$ cat config.mk
export PLATFORM = sky130hd
export DESIGN_NAME = spi_resync_reset
export DESIGN_NICKNAME = d
export VERILOG_FILES = /design/src/rtl/srr_pkg.sv /design/src/rtl/srr_sync.sv /design/src/rtl/srr_deser.sv /design/src/rtl/srr_arm_fsm.sv /design/src/rtl/srr_regfile.sv /design/src/rtl/spi_resync_reset.sv
export SDC_FILE = /design/constraint.sdc
export NUM_CORES = 1
export LEC_CHECK = 0
export ABC_CLOCK_PERIOD_IN_PS = 2200
export BUFFER_PORTS_ARGS = -buffer_cell sky130_fd_sc_hd__buf_2
export CORE_ASPECT_RATIO = 1.2
export CORE_MARGIN = 2
export CORE_UTILIZATION = 35
export DETAILED_ROUTE_END_ITERATION = 8
export GPL_ROUTABILITY_DRIVEN = 0
export PLACE_DENSITY_LB_ADDON = 0.12
export SLEW_MARGIN = 20
export SYNTH_ARGS = -nofsm -noshare
export SYNTH_HDL_FRONTEND = slang
export SYNTH_SLANG_ARGS = --single-unit
$ cat constraint.sdc
create_clock -name clk -period 2.2 [get_ports clk]
set_clock_uncertainty 0.15 [all_clocks]
set_input_delay 0.33 -clock clk [delete_from_list [all_inputs] [get_ports clk]]
set_output_delay 0.33 -clock clk [all_outputs]
set_load 0.01 [all_outputs]
$ cat src/rtl/srr_pkg.sv
`timescale 1ns/1ps
package srr_pkg;
    localparam int unsigned BYTE_W        = 8;
    localparam int unsigned WORD_W        = 32;
    localparam logic [BYTE_W-1:0] ALL_ONES_BYTE = 8'hFF;
    localparam logic [WORD_W-1:0] NAN_WORD      = 32'h7FFF_FFFF;
endpackage

$ cat src/rtl/srr_sync.sv
`timescale 1ns/1ps
module srr_sync #(
    parameter int unsigned     WIDTH   = 2,
    parameter int unsigned     STAGES  = 2,
    parameter logic [WIDTH-1:0] RST_VAL = '0
) (
    input  logic             clk,
    input  logic             rst_n,
    input  logic [WIDTH-1:0] async_i,
    output logic [WIDTH-1:0] sync_o
);
    logic [WIDTH-1:0] stage_q [STAGES];

    for (genvar g = 0; g < STAGES; g++) begin : g_stage
        logic [WIDTH-1:0] stage_d;
        if (g == 0) begin : g_first
            assign stage_d = async_i;
        end else begin : g_next
            assign stage_d = stage_q[g-1];
        end
        always_ff @(posedge clk or negedge rst_n) begin
            if (!rst_n) stage_q[g] <= RST_VAL;
            else        stage_q[g] <= stage_d;
        end
    end

    assign sync_o = stage_q[STAGES-1];
endmodule

$ cat src/rtl/srr_deser.sv
`timescale 1ns/1ps
module srr_deser
    import srr_pkg::*;
(
    input  logic              clk,
    input  logic              rst_n,
    input  logic              sclk_s_i,
    input  logic              sdi_s_i,
    output logic              byte_valid_o,
    output logic [BYTE_W-1:0] byte_o
);
    localparam int unsigned CNT_W = $clog2(BYTE_W);

    typedef struct packed {
        logic              sclk_prev;
        logic [CNT_W-1:0]  bit_cnt;
        logic [BYTE_W-1:0] shift;
        logic [BYTE_W-1:0] data;
        logic              valid;
    } deser_t;

    deser_t st_d, st_q;
    logic   rise;

    always_comb begin
        st_d           = st_q;
        st_d.valid     = 1'b0;
        st_d.sclk_prev = sclk_s_i;
        rise           = sclk_s_i && !st_q.sclk_prev;
        if (rise) begin
            st_d.shift   = {st_q.shift[BYTE_W-2:0], sdi_s_i};
            st_d.bit_cnt = st_q.bit_cnt + 1'b1;
            if (st_q.bit_cnt == CNT_W'(BYTE_W-1)) begin
                st_d.data    = {st_q.shift[BYTE_W-2:0], sdi_s_i};
                st_d.valid   = 1'b1;
                st_d.bit_cnt = '0;
            end
        end
    end

    always_ff @(posedge clk or negedge rst_n) begin
        if (!rst_n) st_q <= '0;
        else        st_q <= st_d;
    end

    assign byte_valid_o = st_q.valid;
    assign byte_o       = st_q.data;

    // a completed byte strobe is never two cycles long
    p_valid_single_r1: assert property (@(posedge clk) disable iff (!rst_n)
        st_q.valid |=> !st_q.valid);
    // a strobe only follows a captured rising edge
    p_valid_on_rise_r1: assert property (@(posedge clk) disable iff (!rst_n)
        $rose(st_q.valid) |-> $past(sclk_s_i) && !$past(st_q.sclk_prev));
endmodule

$ cat src/rtl/srr_arm_fsm.sv
`timescale 1ns/1ps
module srr_arm_fsm
    import srr_pkg::*;
#(
    parameter int unsigned RUN_LEN     = 9,
    parameter int unsigned TIMEOUT_CYC = 5_000_000
) (
    input  logic              clk,
    input  logic              rst_n,
    input  logic              byte_valid_i,
    input  logic [BYTE_W-1:0] byte_i,
    input  logic              sdi_s_i,
    output logic              armed_o,
    output logic              fire_o
);
    localparam int unsigned RUN_W = $clog2(RUN_LEN + 1);
    localparam int unsigned TMO_W = $clog2(TIMEOUT_CYC + 1);

    typedef struct packed {
        logic [RUN_W-1:0] run;
        logic             armed;
        logic [TMO_W-1:0] tmo;
        logic             fire;
    } arm_t;

    arm_t st_d, st_q;

    always_comb begin
        st_d      = st_q;
        st_d.fire = 1'b0;
        if (st_q.armed) begin
            if (!sdi_s_i || st_q.tmo == TMO_W'(TIMEOUT_CYC - 1)) begin
                st_d.fire  = 1'b1;
                st_d.armed = 1'b0;
                st_d.run   = '0;
                st_d.tmo   = '0;
            end else begin
                st_d.tmo = st_q.tmo + 1'b1;
            end
        end else if (byte_valid_i) begin
            if (byte_i == ALL_ONES_BYTE) begin
                if (st_q.run == RUN_W'(RUN_LEN - 1)) begin
                    st_d.armed = 1'b1;
                    st_d.run   = '0;
                    st_d.tmo   = '0;
                end else begin
                    st_d.run = st_q.run + 1'b1;
                end
            end else begin
                st_d.run = '0;
            end
        end
    end

    always_ff @(posedge clk or negedge rst_n) begin
        if (!rst_n) st_q <= '0;
        else        st_q <= st_d;
    end

    assign armed_o = st_q.armed;
    assign fire_o  = st_q.fire;

    p_run_bound_r2: assert property (@(posedge clk) disable iff (!rst_n)
        st_q.run < RUN_W'(RUN_LEN));
    p_arm_from_ff_r2: assert property (@(posedge clk) disable iff (!rst_n)
        $rose(st_q.armed) |-> $past(byte_valid_i) && $past(byte_i) == ALL_ONES_BYTE);
    p_run_clear_r3: assert property (@(posedge clk) disable iff (!rst_n)
        (!st_q.armed && byte_valid_i && byte_i != ALL_ONES_BYTE) |=> st_q.run == '0);
    p_fire_needs_arm_r4: assert property (@(posedge clk) disable iff (!rst_n)
        $rose(st_q.fire) |-> $past(st_q.armed));
    p_tmo_bound_r5: assert property (@(posedge clk) disable iff (!rst_n)
        st_q.armed |-> st_q.tmo < TMO_W'(TIMEOUT_CYC));
    p_stay_armed_r6: assert property (@(posedge clk) disable iff (!rst_n)
        (st_q.armed && sdi_s_i && st_q.tmo < TMO_W'(TIMEOUT_CYC - 1)) |=> st_q.armed);
    p_pulse_single_r7: assert property (@(posedge clk) disable iff (!rst_n)
        st_q.fire |=> !st_q.fire);
    p_fire_clears_r7: assert property (@(posedge clk) disable iff (!rst_n)
        st_q.fire |-> !st_q.armed && st_q.run == '0);
endmodule

$ cat src/rtl/srr_regfile.sv
`timescale 1ns/1ps
module srr_regfile
    import srr_pkg::*;
#(
    parameter int unsigned NUM_REGS = 8,
    localparam int unsigned ADDR_W  = (NUM_REGS > 1) ? $clog2(NUM_REGS) : 1
) (
    input  logic              clk,
    input  logic              rst_n,
    input  logic              clr_i,
    input  logic              wr_en_i,
    input  logic [ADDR_W-1:0] wr_addr_i,
    input  logic [WORD_W-1:0] wr_data_i,
    input  logic [ADDR_W-1:0] rd_addr_i,
    output logic [WORD_W-1:0] rd_data_o
);
    localparam logic [NUM_REGS-1:0][WORD_W-1:0] ALL_NAN = {NUM_REGS{NAN_WORD}};

    typedef struct packed {
        logic [NUM_REGS-1:0][WORD_W-1:0] mem;
    } rf_t;

    rf_t st_d, st_q;

    always_comb begin
        st_d = st_q;
        if (clr_i) begin
            st_d.mem = ALL_NAN;
        end else if (wr_en_i && (32'(wr_addr_i) < NUM_REGS)) begin
            st_d.mem[wr_addr_i] = wr_data_i;
        end
    end

    always_ff @(posedge clk or negedge rst_n) begin
        if (!rst_n) st_q.mem <= ALL_NAN;
        else        st_q     <= st_d;
    end

    assign rd_data_o = (32'(rd_addr_i) < NUM_REGS) ? st_q.mem[rd_addr_i] : '0;

    p_clear_r8: assert property (@(posedge clk) disable iff (!rst_n)
        clr_i |=> st_q.mem == ALL_NAN);
    p_hold_r9: assert property (@(posedge clk) disable iff (!rst_n)
        (!clr_i && !wr_en_i) |=> $stable(st_q.mem));
endmodule

$ cat src/rtl/spi_resync_reset.sv
`timescale 1ns/1ps
module spi_resync_reset
    import srr_pkg::*;
#(
    parameter int unsigned NUM_REGS    = 8,
    parameter int unsigned RUN_LEN     = 9,
    parameter int unsigned TIMEOUT_CYC = 5_000_000,
    localparam int unsigned ADDR_W     = (NUM_REGS > 1) ? $clog2(NUM_REGS) : 1
) (
    input  logic              clk,
    input  logic              rst_n,
    input  logic              sclk,
    input  logic              sdi,
    output logic              byte_valid,
    output logic [BYTE_W-1:0] byte_data,
    output logic              armed,
    output logic              reset_pulse,
    input  logic              wr_en,
    input  logic [ADDR_W-1:0] wr_addr,
    input  logic [WORD_W-1:0] wr_data,
    input  logic [ADDR_W-1:0] rd_addr,
    output logic [WORD_W-1:0] rd_data
);
    logic [1:0] pins_s;
    logic       sclk_s;
    logic       sdi_s;

    srr_sync #(.WIDTH(2), .STAGES(2), .RST_VAL(2'b10)) u_sync (
        .clk     (clk),
        .rst_n   (rst_n),
        .async_i ({sdi, sclk}),
        .sync_o  (pins_s)
    );
    assign sclk_s = pins_s[0];
    assign sdi_s  = pins_s[1];

    srr_deser u_deser (
        .clk          (clk),
        .rst_n        (rst_n),
        .sclk_s_i     (sclk_s),
        .sdi_s_i      (sdi_s),
        .byte_valid_o (byte_valid),
        .byte_o       (byte_data)
    );

    srr_arm_fsm #(.RUN_LEN(RUN_LEN), .TIMEOUT_CYC(TIMEOUT_CYC)) u_fsm (
        .clk          (clk),
        .rst_n        (rst_n),
        .byte_valid_i (byte_valid),
        .byte_i       (byte_data),
        .sdi_s_i      (sdi_s),
        .armed_o      (armed),
        .fire_o       (reset_pulse)
    );

    srr_regfile #(.NUM_REGS(NUM_REGS)) u_rf (
        .clk       (clk),
        .rst_n     (rst_n),
        .clr_i     (reset_pulse),
        .wr_en_i   (wr_en),
        .wr_addr_i (wr_addr),
        .wr_data_i (wr_data),
        .rd_addr_i (rd_addr),
        .rd_data_o (rd_data)
    );
endmodule

## After elaboration in Yosys (flattened, before gate mapping)

Cells that the tools add are included.

| storage, ports and cells | value |
|---|---|
| bits of input ports | 43 |
| word-level logic and storage cells | 62 |
| output and inout port bits | 43 |
| flip-flop bits (word level) | 309 |

| cells by class | value |
|---|---|
| reduce and logical (&&, ||, !) cells | 12 |
| magnitude comparators | 3 |
| muxes and demuxes | 20 |
| eq/ne operators | 5 |
| add/sub/neg operators | 3 |

Operator list:

| kind | count |
|---|---|
| $mux W256 | 2 |
| $bwmux W256 | 1 |
| $bmux W32 S3 | 1 |
| $demux W32 S3 | 1 |
| $mux W32 | 2 |
| $mux W28 | 2 |
| $mux W24 | 2 |
| $add A23 B1 Y23 const B | 1 |
| $eq A23 B23 Y1 const B | 1 |
| $mux W23 | 1 |
| $eq A8 B8 Y1 const B | 1 |
| $lt A3 B4 Y1 const B | 2 |
| $mux W4 | 2 |
| $reduce_bool A2 Y1 | 4 |
| $mux W5 | 1 |
| $add A4 B1 Y4 const B | 1 |
| $eq A4 B4 Y1 const B | 1 |
| $mux W1 | 4 |
| $reduce_and A2 Y1 | 2 |
| $add A3 B1 Y3 const B | 1 |
| $eq A3 B3 Y1 const B | 1 |
| $ge A3 B1 Y1 const B | 1 |
| $mux W3 | 1 |
| $reduce_and A3 Y1 | 1 |
| other kinds (4) | 6 |

## Depth between registers and ports, before layout

Gate-level depths: netlist of run 1.

| logic depth | value |
|---|---|
| depth after elaboration | 7 |
| gate-level depth with buffers | 8 |
| mapped depth without buffers | 7 |

## Modules after synthesis

From an unflattened synthesis of run 1, not the netlist that was laid out.

| second synthesis, totals | value |
|---|---|
| cell total of the unflattened synthesis | 1375 |
| area, all modules | 15874.0 um^2 |

By module, submodules not included:

| module | area an instance (um^2) | cells each | seq. area each (um^2) | times used |
|---|---|---|---|---|
| srr_regfile | 13128.8 | 1141 | 6716.4 | 1 |
| srr_arm_fsm | 1749.2 | 176 | 725.7 | 1 |
| srr_deser | 893.4 | 54 | 500.5 | 1 |
| srr_sync | 102.6 | 4 | 102.6 | 1 |

## Least setup slack after synthesis of run 1

No wires, ideal clock.

| path | value |
|---|---|
| path type | input-to-output |
| start | input port rd_addr[0] |
| end | output port rd_data[31] |
| required time | 1.720 ns |
| path buffers | 2 |
| slack | -0.113 ns |
| arrival | 1.833 ns |
| stages | 4 |
| cells stage by stage | clkbuf_1 > buf_2 > mux4_2 > mux2_2 |

| between the ends | value |
|---|---|
| longest elaborated chain between the ends | 2 |

RTL lines:

| what | RTL line | source |
|---|---|---|
| start: declaration | spi_resync_reset.sv:21 | `input logic [ADDR_W-1:0] rd_addr,` |
| $bmux W32 S3 | srr_regfile.sv:39 | `assign rd_data_o = (32'(rd_addr_i) < NUM_REGS) ? st_q.mem[rd_addr_i] : '0;` |
| $mux W32 (not written as such) | srr_regfile.sv:39 |  |
| end: declaration | spi_resync_reset.sv:22 | `output logic [WORD_W-1:0] rd_data` |

No other way between the ends. The select of a mux whose other input is x is not followed.

## Worst setup path after layout of run 1

| path | value |
|---|---|
| start | register u_rf.st_q[127] (netlist name) |
| end | output port rd_data[31] |

| between the ends | value |
|---|---|
| longest elaborated chain between the ends | 2 |

RTL lines:

| what | RTL line | source |
|---|---|---|
| start: declaration | srr_regfile.sv:23 | `rf_t st_d, st_q;` |
| start signal: assignment | srr_regfile.sv:36 | `else st_q <= st_d;` |
| $bmux W32 S3 | srr_regfile.sv:39 |  |
| $mux W32 (not written as such) | srr_regfile.sv:39 |  |

No other way between the ends. The select of a mux whose other input is x is not followed.

==> metrics.txt, run 1 <==
measured slew at the worst slew-check pin ~0.55 ns; Ports 86; MaxCap Viol Count 0; Critical Path RT 1.72 ns; Clk pin slew, worst setup/hold paths 0.06 ns; Non-Filler Instances ~2.1k; CP top delay family multiplexers; Longest Clk Path Bufs 3; final-report hold violation count 0; Slew HR 0.635; Total GRT Usage 0.194; Syn Area/Cell 10.8 um^2; Cell variety after synth 45; P&R area growth vs syn 21.4%; Final Max Tran Viols 0; largest net degree at the start of global routing 52; M2 GR Usage 0.321; crit-path cells mux4_2, mux2_4, buf_6; Net count, final between 1.5k and 2k; Slowest-stage cell, CP mux4_2; Seq/Total Area, Yosys 0.519; crit-path max cell delay about 0.47 ns; r2r startpoint u_fsm.st_q[3]; DP Area between 0.015 and 0.02 mm^2; final setup vio count 32; Async S/R FF share, synth 1.00; worst r2r dst u_fsm.st_q[23]; Most Used Layer, Global Route met2; flops & latches, synth 309; GRT overflow 0; number of global-route vias before repair roughly 11k; number of port buffers 85; Top FF cell, synth dfstp_2; area fraction of the dominant cell type after synthesis 0.423; pre-CTS setup slack -0.0451 ns; most frequent cells after synthesis nand2_1, dfstp_2, nand3b_1; YS warnings 0; antenna-violating nets left 0; CTS buffer count 37; PwrDens between 900 and 1000 mW/mm^2; period utilization 1.05; Peak VDD IR approximately 0.5 mV; Total Wirelength 44000 um; CTS root buffer clkbuf_16; syn_nets around 1.5k; final worst slack -0.106 ns; ranking of synthesized cells by area dfstp_2, nand2_1, dfrtp_1, mux4_2, nand3b_1; via count 10.9k; Pwr Total 17400 uW; r2r worst-path depth 5; starting density of the core 0.354; Tmin final 2.31 ns; WP depth 3; CTS tree yes; area leader, netlist dfstp_2; Leak Pwr just over 0.008 uW; Critical Path End Type output pin; Vias/cell 5.16; Critical Path Start Type register; critical path class register to output pin; fin util 0.430; WP buf/inv 1; fmax 434 MHz; clk_lat worst skew 0.54 ns; Hold Path Class register to register; failing checks setup timing; CTS sink count 309; most frequent cell after synthesis nand2_1; Post-synth EDFFs 0; WP data arrival between 1.5 and 2 ns; DRT Pass-1 Iters 5; Die H around 230 um; fin area between 0.015 and 0.02 mm^2; Post-Syn Area 0.0155 mm^2; Fill cells 4140; share of cells above drive strength 1 0.381; DR DRC count 0; worst setup path endpoint rd_data[31]; CP Launch Point u_rf.st_q[127]; worst-path fanout max 2; placed cell count 2017; routing usage on met1 0.269; initial antenna violation count 2; H-Tree Level Count 2; unrepaired setup endpoints after global routing true; GR Layer Usage met3 0.0327; worst reg2reg setup slack 0.22 ns; 1st-iter DRT viols 668; DR WL/cell 20.7 um; row count 84; Die W 196 um; DP Wirelength 27200 um; outcome complete, but fails checks; die area roughly 0.046 mm^2; first-pass GRT wire length around 70000 um; Floorplan Core Area 0.0438 mm^2; cell count after synthesis ~1.4k
==> logic make-up (layout without fill, tap and decap cells) <==
kind of cell / after synthesis / after routing / synth area share
XOR/XNOR: 22 / 22 / 0.0124
multiplexers: 116 / 116 / 0.130
other: 0 / 1 / 0
AO/OA/AOI/OAI: 102 / 102 / 0.0504
AND/OR/NAND/NOR: 737 / 737 / 0.241
buffers and inverters: 152 / 269 / 0.0428
adder cells (fa/ha/maj): 5 / 5 / 0.00403
flip-flops: 309 / 309 / 0.519
==> layer usage <==
| layer | part of all wire | routed length [um] |
|---|---|---|
| met4 | 0.016 | 709 |
| met1 | 0.47 | 20600 |
| met3 | 0.033 | 1470 |
| met2 | 0.48 | 21200 |
| met5 | 0.00030 | 13 |
==> state kept, by name, summed over array words and instances, names as in the netlist <==
register / count
u_deser.st_q: 11
u_rf.st_q: 256
u_fsm.armed_o: 1
u_deser.byte_valid_o: 1
u_sync.sync_o: 2
u_fsm.st_q: 27
u_fsm.fire_o: 1
u_deser.byte_o: 8
u_sync.g_stage.stage_d: 2
==> final cells by class <==
type                    instances  area, um^2  area share
multi-input cells             982        6990       0.371
clock inverters                 7        92.6     0.00492
well taps                     559         699      0.0371
repair buffers                195        1820      0.0966
diodes                          1        2.50    0.000133
inverters                       8        30.0     0.00159
clock buffers                  59        1150      0.0611
flip-flops and latches        309        8050       0.427
==> metrics by stage <==
step | hold slack, ns | setup TNS (ns)
floorplan | -0.116 | 0
global placement | 0.194 | -0.398
detailed placement | 0.197 | -0.381
CTS | 0.205 | -3.07
global route | 0.212 | -3.62
finish | 0.204 | -1.89
==> cell usage in the layout, fill, tap and decap left out, drive strengths merged, types with 50 or more instances in the layout <==
cell	instances
nand3b	186
a211o	62
mux2	50
nor2b	66
dfrtp	59
mux4	64
nand2	422
dfstp	250
clkbuf	59
buf	159
==> how the worst min path moves through the flow <==
stage,startpoint,end,cells after the start
floorplan,rst_n,u_deser.byte_o[0],0
global placement,u_sync.g_stage[1].stage_d[0],u_sync.sync_o[0],0
detailed placement,u_sync.g_stage[1].stage_d[1],u_sync.sync_o[1],0
CTS,u_sync.g_stage[1].stage_d[1],u_sync.sync_o[1],0
global route,u_sync.g_stage[1].stage_d[1],u_sync.sync_o[1],0
finish,u_sync.g_stage[1].stage_d[1],u_sync.sync_o[1],0
==> report_power, final <==
part / internal, uW / switching, uW / leakage, uW
clock network: 3820 / 2450 / 0.000613
logic: 1800 / 1340 / 0.00408
registers: 7340 / 624 / 0.00339
==> what timing repair did <==
item	in CTS	in global routing
buffers inserted	0	0
cloned	0	0
endpoints found under the setup margin	32	32
hold endpoints to repair	323	0
gates resized for setup	61	1
hold buffers	36	0
Power figures use the tool's default switching activity.
==> run 2, diff against run 1 <==
ABC_AREA = 1   (was not set)
CELL_PAD_IN_SITES_DETAIL_PLACEMENT = 1   (was not set)
CELL_PAD_IN_SITES_GLOBAL_PLACEMENT = 1   (was not set)
==> run 2 against run 1 <==
Net effect: the flow still finishes with violations (setup timing); clock power grew 2%; fmax fell by 0.99%; area after synthesis decreased by 5.6%; non-clock buffer count decreased by 30; combinational power is 20% lower.
==> metrics.txt, run 2 <==
Syn Area/Cell 8.32 um^2 (-23%); Comb pwr share 0.151 (-0.030); PwrDens 956 mW/mm^2 (+3.6%); Hold Path Class primary input to register; multi-input logic area 0.00566 mm^2 (-19%); Tmin final 2.33 ns (+0.0231 ns); Slew HR 0.565 (-0.0699); most frequent cells in the layout nor2_1, dfstp_2, a21oi_1; r2r worst-path depth 9 (+4); max FFs per register 256 (unchanged); largest net degree at the start of global routing 56 (+7.7%); CTS buffer count 37 (unchanged); worst reg2reg setup slack 0.39 ns (+0.17 ns); Hold Crit Endpoint u_rf.st_q[101]; most frequent cell after synthesis nor2_1; placed cell count 2345 (+16%); worst-path fanout max 2 (unchanged); area fraction of the dominant cell type after synthesis 0.449 (+0.0252); CTS sink count 309 (unchanged); final worst slack -0.129 ns (-0.0231 ns); Total Wirelength 44400 um (+0.94%); ranking of synthesized cells by area dfstp_2, nor2_1, dfrtp_1, o21ai_0, a21oi_1; flops & latches, synth 309 (unchanged); r2r startpoint u_fsm.st_q[1]; 1st-iter DRT viols 493 (-26%); most frequent cells after synthesis nor2_1, dfstp_2, o21ai_0; Async S/R FF share, synth 1.00 (unchanged); Post-synth EDFFs 0 (unchanged); area leader, netlist dfstp_2; CTS tree yes; Seq/Total Area, Yosys 0.549 (+0.0309); Net count, final 1898 (+20%); worst r2r dst u_fsm.st_q[23]; Pint 12200 uW (-5.6%); pre-CTS setup slack 0.0589 ns (+0.104 ns); Die W 191 um (-2.8%); Largest Register u_rf.st_q; critical path class register to output pin; Seq pwr share 0.469 (+0.011); final-report hold violation count 0 (unchanged); Regs by FF count u_rf.st_q x256, u_fsm.st_q x27, u_deser.st_q x11; Critical Path End Type output pin; outcome complete, but fails checks; Floorplan Core Area 0.0416 mm^2 (-5.2%); Non-Filler Instances 2424 (+14%); Cell variety after synth 32 (-29%); Total GRT Usage 0.211 (+0.0170); unrepaired setup endpoints after global routing true; clock share of power 0.380 (+0.019); Fill cells 4885 (+18%); MaxCap Viol Count 0 (unchanged); Longest Clk Path Bufs 3 (unchanged); Die H 228 um (-2.8%); DP Wirelength 28300 um (+3.8%); starting density of the core 0.352 (-0.00164); CTS root buffer clkbuf_16; Final Max Tran Viols 0 (unchanged); Critical Path RT 1.72 ns (about the same); Hold Startpoint wr_data[5]; first-pass GRT wire length 72600 um (+4.8%); DR WL/cell 18.3 um (-12%); cell count after synthesis 1761 (+22%); most common cell after layout, fill and taps aside nor2_1; final setup vio count 25 (-22%); antenna-violating nets left 0 (unchanged); Net Sw Power 4570 uW (+3.3%); number of global-route vias before repair 13.2k (+16%); H-Tree Level Count 2 (unchanged); Peak VDD IR 0.630 mV (+26%); Leak Pwr 0.00737 uW (-8.8%); Ports 86 (unchanged); row count 82 (-2.4%); depth of the worst hold-timing path 3 (+3); share of cells above drive strength 1 0.289 (-0.0923); GRT overflow 0 (unchanged); Clk pin slew, worst setup/hold paths 0.06 ns (about the same); P&R area growth vs syn 20.1%; fmax 429 MHz (-0.99%); Critical Path Start Type register; Top FF cell, synth dfstp_2; failing checks setup timing; measured slew at the worst slew-check pin 0.650 ns (+0.102 ns); initial antenna violation count 2 (unchanged); Sequential cell area 0.00805 mm^2 (about the same); Sw Share 0.272 (+0.0174); die area 0.0435 mm^2 (-5.5%); Post-Syn Area 0.0146 mm^2 (-5.6%); Vias/cell 5.07 (-1.6%); DR DRC count 0 (unchanged); period utilization 1.06 (+0.0105); YS warnings 0 (unchanged); WP data arrival 1.85 ns (+0.02 ns); via count 12.3k (+13%); number of port buffers 85 (unchanged); clk_lat worst skew 0.55 ns (about the same); DRT Pass-1 Iters 4 (-1); Antenna diodes 0 (-1); syn_nets 1809 (+21%)
## run 2: cell types whose count changed after synthesis, moves of 54 or more
cell and delta:
a211o_1 -62, inv_1 +112, clkbuf_1 -54, a21oi_1 +205, nand3b_1 -186, nor2_1 +421, nor2b_1 -66, mux4_2 -64
nand2_1 -262, o21ai_0 +206
## run 2: metrics by stage
step | area, um^2 | power, uW | hold slack, ns | utilization | TNS [ns]
after floorplan | 14600 | 9440 | -0.116 | - | 0
after global placement | 16000 | 10300 | 0.173 | 0.386 | 0
after detailed placement | 16000 | 10400 | 0.170 | 0.386 | 0
after CTS | 17500 | 17000 | 0.000371 | 0.421 | -2.93
after global routing | 17600 | 17800 | 0.0286 | 0.423 | -4.81
final | 17600 | 16800 | 0.0253 | 0.423 | -1.32
## run 2: logic make-up after synthesis
kind of cell    count (synthesis)  synth area share
fa+ha+maj                       5           0.00427
simple gates                  683             0.186
buf+inv                       243            0.0739
compound gates                505             0.177
xor+xnor                       16           0.00957
flops                         309             0.549
## run 2: worst max-delay path, cell delays in order, from the launching register on
cell and delay [ns]:
dfstp_2 0.54, inv_2 0.03, a21oi_1 0.10, o21ai_1 0.08
o21ai_1 0.09, nor2_1 0.06, a31oi_2 0.23, buf_2 0.18
## run 2: how the worst max path moves through the flow
stage	startpoint	depth (start not counted)	slack, ns	to
finish	u_rf.st_q[167]	7	-0.13	rd_data[7]
floorplan	rd_addr[0]	6	0.46	rd_data[31]
CTS	u_rf.st_q[171]	8	-0.19	rd_data[11]
global placement	rd_addr[0]	9	0.11	rd_data[9]
global route	u_rf.st_q[171]	8	-0.28	rd_data[11]
detailed placement	rd_addr[0]	9	0.06	rd_data[24]
## run 2: layout make-up
| type | count | area share |
|---|---|---|
| well taps | 546 | 0.0389 |
| inverters | 128 | 0.0274 |
| clock inverters | 14 | 0.00861 |
| clock buffers | 53 | 0.0636 |
| multi-input cells | 1209 | 0.322 |
| repair buffers | 165 | 0.0818 |
| flip-flops and latches | 309 | 0.458 |
## run 2: repair_timing
item,in CTS,in global routing
hold buffers,10,0
hold endpoints to repair,67,0
gates resized for setup,60,37
setup endpoints to repair,30,32
cloned,0,0
pin swaps,17,34
setup buffers,0,2
## run 2: routing by layer
layer / routed length (um) / global-route usage
met1: 19800 / 0.263
met2: 22000 / 0.369
met3: 1390 / 0.0368
met4: 1090 / 0.0642
met5: 28 / 0
## run 2: power groups by stage
stage	clock [uW]	combinational (uW)	sequential (uW)
floorplan	0	1680	7760
global placement	0	2380	7910
detailed placement	0	2470	7940
CTS	6620	2550	7880
global route	6800	2930	8030
finish	6390	2530	7890
==> run 3, diff against run 2 <==
SKIP_LAST_GASP = 1   (was not set)
==> run 3 against run 2 <==
Net effect: the run still ends with setup timing left; non-clock buffer count is the same; sequential share of layout area is essentially flat; setup slack lost 0.013 ns; wire length is the same; sequential power is essentially flat; fmax shrank 0.56%; combinational power is essentially flat; global-route usage is essentially flat; register-to-register slack is essentially flat; hold slack lost 0.0019 ns; sequential cell count is the same.
==> metrics.txt, run 3 (synthesized netlist as in run 2, its figures left out) <==
starting density of the core 0.352 (unchanged); fmax 427 MHz (-0.56%); largest net degree at the start of global routing 56 (unchanged); GRT overflow 0 (unchanged); die area 0.0435 mm^2 (unchanged); crit-path max cell delay 0.53 ns (about the same); number of global-route vias before repair 13.2k (-0.038%); fin util 0.423 (about the same); DR DRC count 0 (unchanged); final worst slack -0.142 ns (-0.0131 ns); max FFs per register 256 (unchanged); Pint 12200 uW (about the same); final setup vio count 25 (unchanged); critical path class register to output pin; WP data arrival 1.86 ns (about the same); Total GRT Usage 0.211 (about the same); Slew HR 0.557 (-0.00847); PwrDens 956 mW/mm^2 (about the same); CTS tree yes; Vias/cell 5.07 (-0.11%); measured slew at the worst slew-check pin 0.662 ns (+0.0127 ns); Net Sw Power 4560 uW (-0.15%); MaxCap Viol Count 0 (unchanged); failing checks setup timing; unrepaired setup endpoints after global routing true; Sw Share 0.271 (about the same); via count 12.3k (-0.11%); DR WL/cell 18.3 um (unchanged); Peak VDD IR 0.629 mV (about the same); worst-path fanout max 2 (unchanged); DRT Pass-1 Iters 4 (unchanged); Final Max Tran Viols 0 (unchanged); most common cell after layout, fill and taps aside nor2_1; Longest Clk Path Bufs 3 (unchanged); CTS buffer count 37 (unchanged); Antenna diodes 0 (unchanged); Critical Path Start Type register; worst reg2reg setup slack 0.38 ns (about the same); pre-CTS setup slack 0.0589 ns (unchanged); antenna-violating nets left 0 (unchanged); final-report hold violation count 0 (unchanged); Critical Path End Type output pin; row count 82 (unchanged); share of cells above drive strength 1 0.282 (-0.00692); Die W 191 um (unchanged); Ports 86 (unchanged); CTS sink count 309 (unchanged); Tmin final 2.34 ns (+0.0131 ns); number of port buffers 85 (unchanged); Net count, final 1898 (unchanged); outcome complete, but fails checks; clk_lat worst skew 0.55 ns (about the same); crit-path cells inv_1, a21oi_1, o21ai_1, o21ai_1, nor2_1, a31oi_2, buf_2; Largest Register u_rf.st_q; period utilization 1.06 (+0.00597); Regs by FF count u_rf.st_q x256, u_fsm.st_q x27, u_deser.st_q x11; Clk pin slew, worst setup/hold paths 0.06 ns (about the same); Slowest-stage cell, CP dfstp_2; Floorplan Core Area 0.0416 mm^2 (unchanged); Comb pwr share 0.150 (about the same); Die H 228 um (unchanged); first-pass GRT wire length 72700 um (about the same); H-Tree Level Count 2 (unchanged); Hold Path Class primary input to register; clock share of power 0.380 (about the same); Seq pwr share 0.469 (about the same); initial antenna violation count 2 (unchanged); P&R area growth vs syn 20.0% (about the same); 1st-iter DRT viols 492 (-0.20%); CP dominant cell by count o21ai_1; DP Wirelength 28300 um (unchanged); CTS root buffer clkbuf_16; Leak Pwr 0.00738 uW (+0.18%); most frequent cells in the layout nor2_1, dfstp_2, a21oi_1; Critical Path RT 1.72 ns (about the same); Total Wirelength 44400 um (unchanged)
run 3: cell types whose count changed in the layout (fill, tap and decap cells not counted):
cell	previous run	this run
o21ai_1	51	52
inv_1	105	115
a21oi_2	11	9
a21oi_1	201	203
inv_2	21	11
o21ai_2	9	8
run 3: final cells by class:
| type | count | area, um^2 |
|---|---|---|
| fill | 4882 | 24000 |
| sequential | 309 | 8050 |
| multi-input combinational | 1209 | 5650 |
| timing repair buffer | 165 | 1440 |
| clock buffer | 53 | 1120 |
| tap | 546 | 683 |
| inverter | 128 | 482 |
| clock inverter | 14 | 151 |
run 3: path summary, 6_finish.rpt:
kind	endpoint	depth (start not counted)	from
max in group asynchronous	u_rf.st_q[73]	3	rst_n
min	u_rf.st_q[101]	3	wr_data[5]
min reg2reg	u_sync.sync_o[0]	0	u_sync.g_stage[1].stage_d[0]
max	rd_data[7]	7	u_rf.st_q[167]
max reg2reg	u_rf.st_q[94]	5	u_fsm.fire_o
min in group asynchronous	u_rf.st_q[159]	2	rst_n
run 3: through the flow:
stage	std cells	hold slack (ns)	setup TNS, ns	cell area (um^2)	power (uW)
final	2424	0.0234	-1.43	17600	16800
after global routing	2424	0.0286	-4.95	17600	17800
after CTS	2422	0.000371	-3.00	17500	17000
after detailed placement	2345	0.170	0	16000	10400
after global placement	2345	0.173	0	16000	10300
after floorplan	1761	-0.116	0	14600	9440
run 3: worst max-delay path: cells and delay by family, from the launching register on:
kind	cells	cell delay [ns]
DFF	1	0.53
AOI/OAI and AO/OA	4	0.51
buffers and inverters	2	0.22
and+or+nand+nor	1	0.07
run 3: power groups by stage:
| stage | logic [uW] | registers [uW] | clock network (uW) |
|---|---|---|---|
| finish | 2530 | 7880 | 6390 |
| global route | 2920 | 8030 | 6800 |
| CTS | 2540 | 7880 | 6620 |
| detailed placement | 2470 | 7940 | 0 |
| global placement | 2380 | 7910 | 0 |
| floorplan | 1680 | 7760 | 0 |
run 3: repair_timing:
item / in CTS / in global routing
setup buffers: 0 / 2
gates resized for setup: 49 / 35
endpoints found under the hold margin: 67 / 0
hold buffers: 10 / 0
pin swaps: 16 / 38
setup endpoints to repair: 30 / 32
run 3: layer usage:
metal	vias to the layer above	global-route usage	share of wire
met5	-	0	0.00063
met4	4	0.0640	0.025
met3	66	0.0368	0.031
met2	128	0.370	0.49
met1	6157	0.263	0.45
li1	5930	-	-
